--- config.mk ---
export PLATFORM = sky130hd
export DESIGN_NAME = irq_cause_gate
export DESIGN_NICKNAME = d
export VERILOG_FILES = /design/src/rtl/irqg_pkg.sv /design/src/rtl/irqg_sync.sv /design/src/rtl/irqg_regs.sv /design/src/rtl/irq_cause_gate.sv
export SDC_FILE = /design/constraint.sdc
export NUM_CORES = 1
export LEC_CHECK = 0
export ABC_AREA = 0
export BUFFER_PORTS_ARGS = -buffer_cell sky130_fd_sc_hd__buf_2
export CORE_ASPECT_RATIO = 1.2
export CORE_UTILIZATION = 49
export DETAILED_ROUTE_END_ITERATION = 10
export GPL_TIMING_DRIVEN = 0
export HOLD_SLACK_MARGIN = 0.1
export PLACE_DENSITY = 0.82
export SLEW_MARGIN = 20
export SYNTH_ARGS = -nofsm -noshare
export SYNTH_HDL_FRONTEND = slang
export SYNTH_SLANG_ARGS = --single-unit
--- constraint.sdc ---
create_clock -name clk -period 2.38 [get_ports clk]
set_input_delay 0.476 -clock clk [delete_from_list [all_inputs] [get_ports clk]]
set_output_delay 0.476 -clock clk [all_outputs]
set_load 0.02 [all_outputs]
--- src/rtl/irqg_pkg.sv ---
package irqg_pkg;
   localparam int RA_W = 2;

   typedef enum logic [RA_W-1:0] {
      RA_CAUSE  = 2'd0,
      RA_STATUS = 2'd1,
      RA_SOURCE = 2'd2,
      RA_SPARE  = 2'd3
   } ra_e;

   localparam int ST_GIE_BIT  = 0;
   localparam int ST_TEN_BIT  = 2;
   localparam int SRC_EXT_BIT = 0;
endpackage

--- src/rtl/irqg_sync.sv ---
module irqg_sync #(
   parameter int W      = 7,
   parameter int STAGES = 2
) (
   input  logic         clk,
   input  logic         rst_n,
   input  logic [W-1:0] d,
   output logic [W-1:0] q
);
   if (STAGES < 2) begin : g_bad_stages
      $error("irqg_sync: STAGES must be at least 2");
   end
   if (W < 1) begin : g_bad_width
      $error("irqg_sync: W must be positive");
   end

   logic [W-1:0] st [STAGES];

   for (genvar k = 0; k < STAGES; k++) begin : g_stage
      if (k == 0) begin : g_first
         always_ff @(posedge clk) begin
            if (!rst_n) st[k] <= '0;
            else        st[k] <= d;
         end
      end else begin : g_rest
         always_ff @(posedge clk) begin
            if (!rst_n) st[k] <= '0;
            else        st[k] <= st[k-1];
         end

         stage_shift_chk: assert property (@(posedge clk) disable iff (!rst_n)
            $past(rst_n) |-> st[k] == $past(st[k-1]));
      end
   end

   assign q = st[STAGES-1];
endmodule

--- src/rtl/irqg_regs.sv ---
module irqg_regs
   import irqg_pkg::*;
#(
   parameter int CAUSE_W = 8,
   parameter int SW_W    = 2,
   parameter int DATA_W  = 16
) (
   input  logic               clk,
   input  logic               rst_n,
   input  logic               tmr_en_cfg,
   input  logic               wr,
   input  logic [RA_W-1:0]    addr,
   input  logic [DATA_W-1:0]  wdata,
   input  logic [CAUSE_W-1:0] cause,
   input  logic               ext_flag,
   output logic [SW_W-1:0]    sw,
   output logic [CAUSE_W-1:0] mask,
   output logic               gie,
   output logic               tmr_en,
   output logic [DATA_W-1:0]  rdata
);
   localparam int CAUSE_LSB = DATA_W - CAUSE_W;

   if (CAUSE_LSB <= ST_TEN_BIT) begin : g_bad_layout
      $error("irqg_regs: DATA_W too small for cause and status fields");
   end

   always_ff @(posedge clk) begin
      if (!rst_n) begin
         sw     <= '0;
         mask   <= '0;
         gie    <= 1'b0;
         tmr_en <= tmr_en_cfg;
      end else if (wr) begin
         if (ra_e'(addr) == RA_CAUSE)
            sw <= wdata[CAUSE_LSB +: SW_W];
         if (ra_e'(addr) == RA_STATUS) begin
            mask <= wdata[CAUSE_LSB +: CAUSE_W];
            gie  <= wdata[ST_GIE_BIT];
         end
      end
   end

   always_comb begin
      rdata = '0;
      unique case (ra_e'(addr))
         RA_CAUSE:  rdata[CAUSE_LSB +: CAUSE_W] = cause;
         RA_STATUS: begin
            rdata[CAUSE_LSB +: CAUSE_W] = mask;
            rdata[ST_GIE_BIT]           = gie;
            rdata[ST_TEN_BIT]           = tmr_en;
         end
         RA_SOURCE: rdata[SRC_EXT_BIT] = ext_flag;
         RA_SPARE:  rdata = '0;
      endcase
   end


   sw_hold_chk: assert property (@(posedge clk) disable iff (!rst_n)
      !(wr && ra_e'(addr) == RA_CAUSE) |=> $stable(sw));

   mask_hold_chk: assert property (@(posedge clk) disable iff (!rst_n)
      !(wr && ra_e'(addr) == RA_STATUS) |=> $stable(mask) && $stable(gie));

   tmr_en_fixed_chk: assert property (@(posedge clk) disable iff (!rst_n)
      1'b1 |=> $stable(tmr_en));
endmodule

--- src/rtl/irq_cause_gate.sv ---
module irq_cause_gate
   import irqg_pkg::*;
#(
   parameter int N_HW        = 6,
   parameter int SW_W        = 2,
   parameter int SYNC_STAGES = 2,
   parameter int DATA_W      = 16
) (
   input  logic              clk,
   input  logic              rst_n,
   input  logic [N_HW-1:0]   hw_irq_n,
   input  logic              timer_irq,
   input  logic              tmr_en_cfg,
   input  logic              reg_wr,
   input  logic [RA_W-1:0]   reg_addr,
   input  logic [DATA_W-1:0] reg_wdata,
   output logic [DATA_W-1:0] reg_rdata,
   output logic              exc_req
);
   localparam int CAUSE_W = N_HW + SW_W;
   localparam int SYNC_W  = N_HW + 1;

   if (N_HW < 2) begin : g_bad_hw
      $error("irq_cause_gate: N_HW must be at least 2");
   end
   if (CAUSE_W > DATA_W) begin : g_bad_data
      $error("irq_cause_gate: cause field wider than data word");
   end

   logic [SYNC_W-1:0]  raw_act;
   logic [SYNC_W-1:0]  sync_act;
   logic [N_HW-1:0]    hw_s;
   logic               tmr_s;
   logic [SW_W-1:0]    sw;
   logic [CAUSE_W-1:0] mask;
   logic               gie;
   logic               tmr_en;
   logic [CAUSE_W-1:0] cause;
   logic               ext_flag;

   assign raw_act = {timer_irq, ~hw_irq_n};

   irqg_sync #(.W(SYNC_W), .STAGES(SYNC_STAGES)) u_sync (
      .clk   (clk),
      .rst_n (rst_n),
      .d     (raw_act),
      .q     (sync_act)
   );

   assign hw_s     = sync_act[N_HW-1:0];
   assign tmr_s    = sync_act[N_HW];
   assign ext_flag = hw_s[N_HW-1];
   assign cause    = {hw_s[N_HW-1] | (tmr_s & tmr_en), hw_s[N_HW-2:0], sw};
   assign exc_req  = gie & |(cause & mask);

   irqg_regs #(.CAUSE_W(CAUSE_W), .SW_W(SW_W), .DATA_W(DATA_W)) u_regs (
      .clk        (clk),
      .rst_n      (rst_n),
      .tmr_en_cfg (tmr_en_cfg),
      .wr         (reg_wr),
      .addr       (reg_addr),
      .wdata      (reg_wdata),
      .cause      (cause),
      .ext_flag   (ext_flag),
      .sw         (sw),
      .mask       (mask),
      .gie        (gie),
      .tmr_en     (tmr_en),
      .rdata      (reg_rdata)
   );


   req_gie_chk: assert property (@(posedge clk) disable iff (!rst_n)
      !gie |-> !exc_req);

   req_source_chk: assert property (@(posedge clk) disable iff (!rst_n)
      exc_req |-> (cause & mask) != '0);

   ext_flag_chk: assert property (@(posedge clk) disable iff (!rst_n)
      ext_flag |-> cause[CAUSE_W-1]);

   timer_off_chk: assert property (@(posedge clk) disable iff (!rst_n)
      (!tmr_en && !ext_flag) |-> !cause[CAUSE_W-1]);
endmodule

==> results of run 1 <==
## metal layers
layer	vias to the layer above	wire, µm
met2	39	1020
met4	0	0
li1	450	-
met5	-	0
met3	0	104
met1	405	870
## power by group through the flow
stage | Clock [µW] | Combinational [µW] | Sequential (µW)
2_1_floorplan | 0 | 61.9 | 473
3_3_place_gp | 0 | 92.3 | 475
3_5_place_dp | 0 | 95.8 | 475
4_1_cts | 190 | 96.0 | 465
5_1_grt | 206 | 105 | 468
6_report | 183 | 95.7 | 466
## registers in the layout, indices dropped and copies added, names as in the netlist
name / count
u_sync.st: 14
u_regs.tmr_en: 1
u_regs.mask: 8
u_regs.gie: 1
u_regs.sw: 2
## worst max-delay path: cells and delay by family
family                     cells  cell delay, ns
buffers and inverters          4            0.48
adders and majority gates      1            0.18
AOI/OAI and AO/OA              1            0.21
and+or+nand+nor                1            0.07
## how the worst max path moves through the flow
stage                                      from            to  slack [ns]
finish                              reg_addr[1]  reg_rdata[0]        0.48
global route        u_regs.mask[4]$_SDFFE_PN0P_       exc_req        0.44
CTS                                 reg_addr[1]  reg_rdata[0]        0.49
detailed placement                  reg_addr[1]  reg_rdata[0]        0.49
global placement                    reg_addr[0]  reg_rdata[9]        0.53
floorplan                           reg_addr[1]  reg_rdata[0]        0.68
## kinds of logic (layout without fill, tap and decap cells)
logic type / after synthesis / after routing / synth area share (%)
other cells: 1 / 6 / 0.359
compound gates: 25 / 25 / 17.3
flops: 26 / 26 / 50.8
buf+inv: 15 / 51 / 9.23
fa+ha+maj: 3 / 3 / 3.60
simple gates: 41 / 41 / 18.7
## through the flow
step	worst slack (ns)	instance area [µm²]	util (%)	std cells	total power, µW
after floorplan	0.675	1060	-	116	535
after global placement	0.529	1250	65.1	167	567
after detailed placement	0.487	1250	65.1	167	571
after CTS	0.488	1270	66.5	171	752
after global routing	0.437	1270	66.5	171	779
final	0.484	1270	66.5	171	745
## cells in the final DEF (no fill, tap or decap)
cell and count:
a22oi_1 1, a21oi_1 11, buf_6 1, a22o_1 9, dfxtp_1 25, clkbuf_4 3
inv_1 3, buf_2 34, a221oi_2 1, nand3_1 11, inv_2 1, clkbuf_1 1
nor2_1 6, and2_1 9, nand2_1 13, ha_1 3, buf_4 8, a31oi_1 1
edfxtp_1 1, nor2b_1 1, a21o_1 1, nand2_2 1, conb_1 6, a222oi_1 1
## cell usage after synthesis
master,number,area [µm²]
a21o_1,1,7.51
a21oi_1,11,55.1
a221oi_2,1,15.0
a222oi_1,1,10.0
a22o_1,9,78.8
a22oi_1,1,7.51
a31oi_1,1,6.26
and2_1,9,56.3
buf_2,2,10.0
buf_4,8,60.1
buf_6,1,11.3
conb_1,1,3.75
dfxtp_1,25,500
edfxtp_1,1,30.0
ha_1,3,37.5
inv_1,3,11.3
inv_2,1,3.75
nand2_1,13,48.8
nand2_2,1,6.26
nand3_1,11,55.1
nor2_1,6,22.5
nor2b_1,1,6.26
## area by class of cell
| class | instances | area (µm²) | share of cell area [%] |
|---|---|---|---|
| Buffer | 11 | 81.3 | 6.39 |
| Clock buffer | 4 | 26.3 | 2.06 |
| Inverter | 4 | 15.0 | 1.18 |
| Multi-Input combinational cell | 75 | 435 | 34.2 |
| Sequential cell | 26 | 531 | 41.7 |
| Tap cell | 19 | 23.8 | 1.87 |
| Timing Repair Buffer | 32 | 160 | 12.6 |
==> impl_metrics.tcl, run 1 <==
set metrics [dict create \
    status "completed" \
    post_cts.resized_instances 0 \
    holdCritStartpoint "hw_irq_n[5]" \
    start_kind "input port" \
    timing.final.setup_violations 0 \
    finalWorstPathRequiredPeriod_ns 1.90 \
    synth.yosys.seq_area_share_pct 50.8 \
    root_buffer "clkbuf_4" \
    rsz_0062_raised_after_global_routing "no" \
    cts_post_setup_buffers_inserted 0 \
    cp-end-kind "output port" \
    avgSynthCellArea_um2 9.40 \
    clock_path_buffers 2 \
    global_route_congestion_overflow_total 0 \
    holdPathStages 2 \
    diodes 0 \
    holdBufCountCts 0 \
    place.gp.congestion 0.895 \
    ant_nets 0 \
    slew_viol_final 0 \
    hold-worst-slack_ns 0.299 \
    timing.rr.end "u_regs.mask[5]$_SDFFE_PN0P_" \
    die-width_um 44.1 \
    netSwitchingFraction_pct 24.2 \
    synthesis.yosys.warnings 0 \
    insertion_delay_ns 0.31 \
    r2r_startpoint "u_regs.mask[5]$_SDFFE_PN0P_" \
    criticalPathCategory "in -> out" \
    routed-via-count 894 \
    p_per_area_mw_per_mm2 585 \
    reg2reg_setup_slack_ns 1.73 \
    power.share.combinational_pct 12.9 \
    path_cells "buf_2 -> inv_1 -> ha_1 -> buf_4 -> a22oi_1 -> nor2b_1 -> buf_2" \
    gr-usage-all-layers_pct 18.9 \
    slowest_delay_ns 0.21 \
    share_of_cells_above_drive_strength_1_pct 32.2 \
    drtIter0Drc 20 \
    syn_inst 111 \
    period_utilization_pct 79.7 \
    cts.sinks 26 \
    finalClockSkew_ns 0.00157 \
    worstHoldPathType "in -> reg" \
    setup_total_negative_slack_ns 0 \
    seq_power_share_pct 62.5 \
    die-area_mm2 0.00232 \
    critPathRequiredTime_ns 1.90 \
    static-leakage-power_uw 0.000605 \
    synthDistinctLibCells 22 \
    power.switching_uw 180 \
    areaGrowthSynthToFinish_pct 21.9 \
    fillCellCount 171 \
    grt_antenna_before_repair 0 \
    maxCapViolCount 0 \
    grt_util_met3_pct 3.10 \
    tritoncts "yes" \
    netlist_area_mm2 0.00104 \
    maximum_number_of_pins_on_one_net_before_global_route_repair 15 \
    r2r.worst_path.cells 2 \
    number_of_global_route_vias_before_repair 807 \
    drcViolationCount 0 \
    busiest_layer "met2" \
    ir_worst_vdd_mv 0.439 \
    crit_slowest_cell "a22oi_1" \
    cell_internal_pwr_uw 564 \
    place_hpwl_um 1520 \
    post_drt_wl_per_cell_um 11.7 \
    floorplan.initialDensity_pct 54.5 \
    globalRouteMet2Util_pct 35.8 \
    grt_first_pass_wirelength_um 3310 \
    io_pins 46 \
    final_hold_viol_count 0 \
    path_common_cell "buf_2" \
    number_of_clock_buffers_inserted_by_tritoncts 3 \
    die_h_um 52.6 \
    rows 17 \
    design.final.nets 185 \
    detailedRoute.firstPassIterationCount 6 \
    min_delay_worst_endpoint "u_sync.st[0][5]$_SDFF_PN0_" \
    power.clock.fraction_pct 24.6 \
    numPortBuffers 32 \
    critical_path.max_fanout 10 \
    cts_max_level 1 \
    detail_route.wirelength_um 2000 \
    clk_pin_slew_worst_paths_ns 0.13 \
    viasPerCell 5.23 \
    ys_seq_elements 26 \
    cp_data_arrival_time_ns 1.42 \
    achievable-frequency_ghz 0.527 \
    core_area_mm2 0.00191 \
    met1_usage_pct 21.6 \
]
Note: power is estimated with default switching activity, not from simulation.
==> run 2: changes to the inputs <==
- ABC_AREA: 0 -> 1
- CORE_UTILIZATION: 49 -> 41
- PLACE_DENSITY: 0.82 -> 0.73
- clock period: 2.38 -> 1.6 ns (I/O delays scaled with it)
==> run 2 against run 1 <==
  * The run now ends with design-rule violations left
  * Hold slack got worse by 0.19 ns
  * Clock power rose by 150%
  * Critical path depth did not move
  * Count of clock-buffer cells in the layout fell by 1
  * Sequential share of layout area fell by 2.8 points
  * Final cell count rose by 22%
  * Non-clock buffer count fell by 2
  * Cell area rose by 7.5%
  * Global-route usage fell by 3.5 points
==> impl_metrics.tcl, run 2 <==
set metrics [dict create \
    cp-startpoint "u_regs.tmr_en$_DFFE_PN_" \
    die-width_um 49.0 \
    static-leakage-power_uw 0.000752 \
    synthMostInstantiatedCell "nor2_1" \
    cts_max_level 1 \
    criticalPathCategory "reg -> out" \
    holdPathStages 2 \
    gr-usage-all-layers_pct 15.4 \
    floorplan.initialDensity_pct 43.0 \
    holdCritStartpoint "hw_irq_n[1]" \
    areaGrowthSynthToFinish_pct 25.8 \
    utilization_pct 54.1 \
    r2r.worst_path.cells 2 \
    cp-end-kind "output port" \
    finalClockSkew_ns 0.00240 \
    share_of_cells_above_drive_strength_1_pct 33.7 \
    timing.final.setup_violations 0 \
    syn_inst 135 \
    io_pins 46 \
    critical_path.max_fanout 2 \
    rsz_0062_raised_after_global_routing "yes" \
    yosys_most_used_dff "dfxtp_1" \
    holdBufCountCts 0 \
    grt_antenna_before_repair 0 \
    pre_cts_ws_ns -0.000605 \
    regMostFlops "u_sync.st" \
    synth.yosys.seq_area_share_pct 48.8 \
    numPortBuffers 31 \
    place.gp.congestion 0.794 \
    reg_top3 "u_sync.st (14), u_regs.mask (8), u_regs.sw (2)" \
    clock_path_buffers 2 \
    viasPerCell 4.43 \
    grt_first_pass_wirelength_um 3250 \
    number_of_clock_buffers_inserted_by_tritoncts 3 \
    detail_route.wirelength_um 2070 \
    post_drt_wl_per_cell_um 9.96 \
    synthDistinctLibCells 20 \
    ys_seq_elements 26 \
    synthTopCellsByArea "dfxtp_1, nor2_1, nand2_1" \
    synth_top_cell_by_area "dfxtp_1" \
    detailedRoute.firstPassIterationCount 7 \
    place_hpwl_um 1560 \
    cp_data_arrival_time_ns 1.26 \
    critPathRequiredTime_ns 1.28 \
    cts.sinks 26 \
    diodes 0 \
    start_kind "flop" \
    period_utilization_pct 98.6 \
    synthesis.yosys.warnings 0 \
    maxCapViolCount 0 \
    routed-via-count 921 \
    power.total_uw 1320 \
    ant_nets 0 \
    final_hold_viol_count 0 \
    synth-edff-count 1 \
    insertion_delay_ns 0.34 \
    die_h_um 58.4 \
    netlist.area_leader.share_pct 46.0 \
    global_route_congestion_overflow_total 0 \
    clk_pin_slew_worst_paths_ns 0.14 \
    ir_worst_vdd_mv 0.754 \
    cp-endpoint "exc_req" \
    drtIter0Drc 20 \
    largest_reg_flops 14 \
    maximum_number_of_pins_on_one_net_before_global_route_repair 16 \
    drcViolationCount 1 \
    post_synth_most_frequent_cells "nor2_1, dfxtp_1, nand2_1" \
    tritoncts "yes" \
    r2r_startpoint "u_regs.sw[1]$_SDFFE_PN0P_" \
    status "finished with violations" \
    worstHoldPathType "in -> reg" \
    final_common_cell "buf_2" \
    p_per_area_mw_per_mm2 963 \
    fillCellCount 255 \
    async_flop_share_pct 0 \
    seqCellArea_um2 532 \
    most-common-layout-cells "buf_2, nor2_1, nand2_1, dfxtp_1, inv_1" \
    finalWorstPathRequiredPeriod_ns 1.58 \
    multi_input_combinational_cell_area_um2 438 \
    achievable-frequency_ghz 0.634 \
    layout_setup_ws_ns 0.0228 \
    number_of_global_route_vias_before_repair 801 \
    root_buffer "clkbuf_4" \
    avgSynthCellArea_um2 8.05 \
    design.final.nets 208 \
    netlist_area_mm2 0.00109 \
    rows 20 \
    violations "design-rule violations" \
    core_area_mm2 0.00253 \
    reg2reg_setup_slack_ns 0.98 \
    die-area_mm2 0.00286 \
    slew_viol_final 0 \
    timing.rr.end "u_regs.sw[1]$_SDFFE_PN0P_" \
]
==> run 2: layout make-up <==
class                   instances  area share [%]
multi-input cells              87            32.0
plain buffers                  10            5.40
clock inverters                 1            2.20
clock buffers                   3            1.65
repair buffers                 31            11.8
well taps                      33            3.02
flip-flops and latches         26            38.9
inverters                      17            5.03
==> run 2: per-layer routing <==
metal,vias up,wire (µm),GRT usage [%]
met3,5,118,3.62
met4,0,50,10.5
met2,28,1040,28.8
met5,-,0,0
li1,484,-,-
met1,404,866,15.0
==> run 2: report_power, final <==
group	leakage (µW)	switching, µW	internal [µW]
logic	0.000508	89.9	70.1
clock network	0.0000279	202	254
registers	0.000216	16.4	685
total	0.000752	309	1010
==> run 2: worst min path at each step <==
stage                                            end  slack [ns]
after floorplan           u_sync.st[1][0]$_SDFF_PN0_        0.39
after global placement    u_sync.st[1][0]$_SDFF_PN0_        0.39
after detailed placement  u_sync.st[1][5]$_SDFF_PN0_        0.40
after CTS                 u_sync.st[0][1]$_SDFF_PN0_        0.11
after global routing      u_sync.st[0][1]$_SDFF_PN0_        0.10
final                     u_sync.st[0][1]$_SDFF_PN0_        0.11
==> run 2: what timing repair did <==
item | CTS | global route
resized for setup | 1 | 4
buffers inserted | 0 | 0
setup endpoints to repair | 1 | 2
pin swaps | 0 | 2
gates cloned | 0 | 0
==> run 2: through the flow <==
| stage | hold slack, ns | instances | area, µm² | TNS [ns] |
|---|---|---|---|---|
| 6_report | 0.111 | 208 | 1370 | 0 |
| 3_5_place_dp | 0.397 | 204 | 1300 | -0.000605 |
| 5_1_grt | 0.102 | 208 | 1370 | -0.0379 |
| 4_1_cts | 0.108 | 208 | 1360 | 0 |
| 3_3_place_gp | 0.393 | 204 | 1300 | 0 |
| 2_1_floorplan | 0.390 | 140 | 1110 | 0 |
==> run 2: cell families after synthesis <==
logic type               synth area share [%]
AO/OA/AOI/OAI                            13.2
adder cells (fa/ha/maj)                  3.45
buffers and inverters                    13.1
AND/OR/NAND/NOR                          21.1
other                                   0.345
flip-flops                               48.8
==> run 2: critical path, stage by stage (launching register included) <==
cell and delay, ns:
edfxtp_1 0.41, nand2_1 0.09, nand2_2 0.05, nand2_1 0.06, nand3_1 0.08, nand2_1 0.07, inv_1 0.04, buf_6 0.12
